<file path="src/rtl/seg_chain_pkg.sv">
package seg_chain_pkg;

    // Direction of the intermediate taps, selected by the mode input.
    typedef enum logic {
        TAP_DRIVE  = 1'b0,
        TAP_ACCEPT = 1'b1
    } tap_dir_e;

    function automatic tap_dir_e dir_from_mode(input logic load);
        return load ? TAP_ACCEPT : TAP_DRIVE;
    endfunction

endpackage

</file>
<file path="src/rtl/seg_shift_lane.sv">
module seg_shift_lane #(
    parameter int LEN = 16
) (
    input  logic           clk,
    input  logic           rst,
    input  logic           feed,
    output logic [LEN-1:0] bits
);

    typedef struct packed {
        logic [LEN-1:0] bits;
    } lane_t;

    lane_t st_d;
    lane_t st_q;

    always_comb begin
        st_d = st_q;
        if (rst) begin
            st_d.bits = '0;
        end else begin
            st_d.bits = {st_q.bits[LEN-2:0], feed};
        end
    end

    always_ff @(posedge clk) begin
        st_q <= st_d;
    end

    assign bits = st_q.bits;

endmodule

</file>
<file path="src/rtl/seg_tap_ctrl.sv">
module seg_tap_ctrl
    import seg_chain_pkg::*;
#(
    parameter int SEGS = 4
) (
    input  tap_dir_e          dir,
    input  logic              ser_in,
    input  logic [SEGS-1:0]   seg_last,
    input  logic [SEGS-2:0]   tap_in,
    output logic [SEGS-1:0]   seg_feed,
    output logic [SEGS-1:0]   tap_out,
    output logic [SEGS-1:0]   tap_oe
);

    typedef struct packed {
        logic [SEGS-1:0] feed;
        logic [SEGS-1:0] val;
        logic [SEGS-1:0] oe;
    } tap_t;

    tap_t tap_d;

    always_comb begin
        tap_d         = '0;
        tap_d.feed[0] = ser_in;
        for (int k = 1; k < SEGS; k++) begin
            tap_d.feed[k] = (dir == TAP_ACCEPT) ? tap_in[k-1] : seg_last[k-1];
        end
        for (int k = 0; k < SEGS; k++) begin
            tap_d.oe[k]  = (dir == TAP_DRIVE);
            tap_d.val[k] = (dir == TAP_DRIVE) ? seg_last[k] : 1'b0;
        end
    end

    assign seg_feed = tap_d.feed;
    assign tap_out  = tap_d.val;
    assign tap_oe   = tap_d.oe;

endmodule

</file>
<file path="src/rtl/seg_shift_chain.sv">
module seg_shift_chain
    import seg_chain_pkg::*;
#(
    parameter int SEG_LEN = 16,
    parameter int SEG_CNT = 4
) (
    input  logic               clk,
    input  logic               rst,
    input  logic               load_en,
    input  logic               ser_in,
    input  logic [SEG_CNT-2:0] tap_in,
    output logic [SEG_CNT-1:0] tap_out,
    output logic [SEG_CNT-1:0] tap_oe
);

    localparam int TOTAL = SEG_LEN * SEG_CNT;

    tap_dir_e               dir;
    logic [SEG_CNT-1:0]     seg_feed;
    logic [SEG_CNT-1:0]     seg_last;
    logic [TOTAL-1:0]       chain_q;

    assign dir = dir_from_mode(load_en);

    for (genvar k = 0; k < SEG_CNT; k++) begin : g_lane
        logic [SEG_LEN-1:0] lane_bits;
        seg_shift_lane #(.LEN(SEG_LEN)) lane_i (
            .clk  (clk),
            .rst  (rst),
            .feed (seg_feed[k]),
            .bits (lane_bits)
        );
        assign chain_q[k*SEG_LEN +: SEG_LEN] = lane_bits;
        assign seg_last[k]                   = lane_bits[SEG_LEN-1];
    end

    seg_tap_ctrl #(.SEGS(SEG_CNT)) tap_i (
        .dir      (dir),
        .ser_in   (ser_in),
        .seg_last (seg_last),
        .tap_in   (tap_in),
        .seg_feed (seg_feed),
        .tap_out  (tap_out),
        .tap_oe   (tap_oe)
    );

endmodule

</file>
<file path="config.mk">
export PLATFORM = sky130hd
export DESIGN_NAME = seg_shift_chain
export DESIGN_NICKNAME = d
export VERILOG_FILES = /design/src/rtl/seg_chain_pkg.sv /design/src/rtl/seg_shift_lane.sv /design/src/rtl/seg_tap_ctrl.sv /design/src/rtl/seg_shift_chain.sv
export SDC_FILE = /design/constraint.sdc
export NUM_CORES = 1
export LEC_CHECK = 0
export BUFFER_PORTS_ARGS = -buffer_cell sky130_fd_sc_hd__buf_4
export CORE_MARGIN = 2
export CORE_UTILIZATION = 45
export DETAILED_ROUTE_END_ITERATION = 8
export GPL_TIMING_DRIVEN = 0
export HOLD_SLACK_MARGIN = 0.02
export PLACE_DENSITY = 0.75
export SYNTH_ARGS = -nofsm -noshare
export SYNTH_HDL_FRONTEND = slang
export SYNTH_SLANG_ARGS = --single-unit
</file>
<file path="constraint.sdc">
create_clock -name clk -period 0.8 [get_ports clk]
set_input_delay 0.04 -clock clk [delete_from_list [all_inputs] [get_ports clk]]
set_output_delay 0.04 -clock clk [all_outputs]
set_load 0.01 [all_outputs]
</file>
After elaboration in Yosys (flattened, before gate mapping):

Index checks and enable logic that the tools add are counted.
W data, S select, Z words.

* register bits: 64
* input bits: 7
* output and inout bits: 8
* word-level logic and storage cells: 13

* multiplexer cells: 8
* bitwise gates (word level): 1

Operators with widths (number)
* $mux W1: 8
* $not A1 Y1: 1

Depth between registers and ports, before layout:

* depth in word-level cells: 2
* depth in mapped cells: 3
* mapped depth without buffers: 2

Modules after synthesis:

From an unflattened synthesis, not the netlist that was laid out.

* cells, all modules: 145
* area total of the unflattened synthesis: 1974.4 um2

Modules (own cells, without submodules)
* seg_shift_lane: times used 4, cells an instance 33, area an instance 464.2 um2, sequential area each 320.3 um2
* seg_tap_ctrl: times used 1, cells an instance 13, area an instance 117.6 um2, sequential area each 0.0 um2

Worst setup path after synthesis:

Ideal clock, no wire load.

* kind: reg-to-reg
* start point: register g_lane[0].lane_i.st_q (netlist bit g_lane[0].lane_i.bits[15])
* end point: register g_lane[1].lane_i.st_q (netlist bit g_lane[1].lane_i.bits[0])
* setup time: 0.114 ns
* arrival time: 0.431 ns
* required time: 0.686 ns
* setup slack: 0.255 ns
* cell stages (with the launch flop): 3
* buffers on the path: 0
* period minus slack after synthesis: 0.545 ns
* cells stage by stage: dfxtp_1 mux2i_1 nor2_1

* longest elaborated chain between the ends: 1

RTL lines
* from (decl): RTL line seg_shift_lane.sv:15 `lane_t st_q;`
* from (signal assigned): RTL line seg_shift_lane.sv:27 `st_q <= st_d;`
* $mux W1: RTL line seg_tap_ctrl.sv:27 `tap_d.feed[k] = (dir == TAP_ACCEPT) ? tap_in[k-1] : seg_last[k-1];`
* to (signal assigned): RTL line seg_shift_lane.sv:27
* to (decl): RTL line seg_shift_lane.sv:15

Every way passes these cells.
A chain may end at the register's enable or synchronous reset.

Worst setup path in the final report:

* start point: register g_lane[3].lane_i.st_q (netlist bit g_lane[3].lane_i.bits[15])
* end point: output port tap_out[3]

* longest elaborated chain between the ends: 1

RTL lines
* from (decl): RTL line seg_shift_lane.sv:15
* from (signal assigned): RTL line seg_shift_lane.sv:27
* $mux W1: RTL line seg_tap_ctrl.sv:31 `tap_d.val[k] = (dir == TAP_DRIVE) ? seg_last[k] : 1'b0;`
* to (decl): RTL line seg_shift_chain.sv:12 `output logic [SEG_CNT-1:0] tap_out,`

Every way passes these cells.

==> run metrics <==
CTS tree=yes; count of pins over their slew limit=0; RSZ-0062 raised after global routing=true; nets=182; failing checks=negative setup slack; core area=between 0.003 and 0.004 sq mm; Clock Power Share=0.459; Min Hold Slack=around 0.0070 ns; Vias/cell=between 4 and 5; clock root cell=clkbuf_8; f_max=~1.1 GHz; Slew @ Worst Pin=0.2068 ns; row cnt=23; mean post-synth cell area=about 13 sq um; flop2flop setup slack=0.07 ns; TritonCTS buffer count=9; Avg WL per Cell=roughly 10 um; Syn. warnings=0; pin count of the biggest net entering global routing=11; R2R cell count=3; pre-CTS setup slack=0.1560 ns; Yosys top cell area share=0.6957; Pre-antenna DRT Iters=3; outcome=finished, violations left; maximum vdd ir drop=1.987 mV; crit start category=flop; Worst setup startpoint=g_lane[3].lane_i.bits[15]; CP Class=reg -> out; internal power=between 5 and 6 mW; clk buf depth=2; I/O pins=15; overall power=between 6 and 7 mW; # setup viols final=4; register share of total power=0.511; Sw Pwr=between 1 and 1.5 mW; vias in the first global route=between 900 and 1k; first-pass GRT wire length=~3.8 mm; sequential area share after synthesis=0.6957; area added between synthesis and finish=23.71%; final hold viol count=0; clk sinks=64; Fin Clk Skew=roughly 0.0060 ns; die width=67.98 um; die span in y=67.98 um; r2r endpoint=g_lane[2].lane_i.bits[0]; Clk Latency, worst-skew pair=about 0.32 ns; Clock transition at path regs=around 0.060 ns; P_leak=roughly 0.95 nW; Critical Path AT=approximately 0.89 ns; max FFs per register=64; starting density of the core=0.4638; Die Area=0.004621 sq mm; CP max FO=1; layout cell share with drive strength beyond 1=0.2444; count of cell types in the netlist=7; Final Critical Period=0.9260 ns; H-tree Lvls=3; synthesized netlist cell count=about 150; Final period util=1.157; # fillers=between 300 and 400; antenna violations before repair=0; GRT Overall Usage=0.1182; Worst R2R Start=g_lane[1].lane_i.bits[15]; post-DP HPWL=roughly 1.5 mm; Post-Synthesis Cell Area=approximately 0.0018 sq mm; gp weighted congestion=between 0.6 and 0.7; DRT iter0 DRCs=23; area of the multi-input gates=about 460 sq um; Power per Cell Area=2763 mW/mm^2; Storage cell area=approximately 0.0013 sq mm; Switching Share=0.1818; Synthesized Nets=roughly 150; ANT nets after route=0; synthesis-stage register bit count=64; setup slack after layout=-0.1260 ns; total DRC errors in the routed layout=0; Max Cap Violations=0; largest area contributor in the netlist=dfxtp_1; Critical Path RT=approximately 0.76 ns; port bufs=12; power share of the combinational group=0.030; crit path to=tap_out[3]; Ant. Diodes=0; drt total wl=2.296 mm; slew margin rel.=0.8582; Worst setup EP type=output pin; via count=about 950; GRT overflow=0; main area contributors after synthesis=dfxtp_1, nor2b_1, buf_6; worst hold-check path type=in -> reg
-- per-layer routing --
metal | routed length, um | vias to the layer above | GRT usage
met2 | 1038 | 22 | 0.1699
met5 | 0 | - | 0
li1 | - | 495 | -
met4 | 60 | 0 | 0.09750
met3 | 109 | 6 | 0.04934
met1 | 1088 | 424 | 0.1361
-- synth_stat cells --
library cell,instances
nor2b_1,65
dfxtp_1,64
buf_6,7
buf_4,4
mux2i_1,3
nor2_1,3
inv_1,1
-- power by group through the flow --
stage	combinational [mW]	sequential (mW)	clock [mW]
after floorplan	0.121	3.28	0
after CTS	0.188	3.22	2.94
after detailed placement	0.171	3.29	0
final	0.188	3.22	2.89
after global routing	0.208	3.22	3.08
after global placement	0.166	3.29	0
-- layout by cell type (no fill, tap or decap), types with 2 or more instances in the layout --
master,n
dfxtp_2,3
mux2i_1,3
clkbuf_1,3
dfxtp_1,61
dlygate4sd3_1,4
nor2b_2,2
clkbuf_8,10
bufinv_16,2
buf_6,8
nor2_1,2
buf_4,16
nor2b_1,62
-- final cells by class --
class	instances	share of cell area
plain buffers	11	0.04778
repair buffers	17	0.06205
multi-input cells	71	0.2032
clock inverters	3	0.02856
inverters	1	0.001647
well taps	50	0.02746
clock buffers	13	0.06535
flip-flops and latches	64	0.5640
-- cells by family (layout without fill, tap and decap cells) --
kind of cell	count (synthesis)	in the layout	share of synthesized area
buffers and inverters	12	45	0.06114
AND/OR/NAND/NOR	68	68	0.2269
multiplexers	3	3	0.01630
flip-flops	64	64	0.6957
-- repair_timing --
| item | in CTS | in global routing |
|---|---|---|
| setup buffers | 0 | 1 |
| hold endpoints to repair | 7 | 0 |
| gates resized for setup | 3 | 6 |
| endpoints found under the setup margin | 4 | 6 |
| hold buffers | 4 | 0 |
-- worst min-delay path by stage --
stage,startpoint,to,slack (ns),depth (start not counted)
finish,tap_in[0],g_lane[1].lane_i.bits[0],0.007,3
global route,tap_in[0],g_lane[1].lane_i.bits[0],0.04,3
CTS,tap_in[0],g_lane[1].lane_i.bits[0],0.02,3
detailed placement,ser_in,g_lane[0].lane_i.bits[0],0.28,2
global placement,ser_in,g_lane[0].lane_i.bits[0],0.26,2
floorplan,ser_in,g_lane[0].lane_i.bits[0],0.17,1
-- per-stage QoR --
step | area [sq um] | TNS, ns | utilization | cells
finish | 2278 | -0.5004 | 0.5737 | 230
floorplan | 1842 | 0 | - | 147
global placement | 1994 | 0 | 0.5022 | 209
global route | 2278 | -0.6591 | 0.5737 | 230
CTS | 2252 | -0.5386 | 0.5671 | 229
detailed placement | 1994 | 0 | 0.5022 | 209
-- critical path, cell delays in order, from the launching register on --
cell	delay, ns
dfxtp_1	0.30
nor2b_2	0.14
buf_4	0.13
Power figures use the tool's default switching activity.
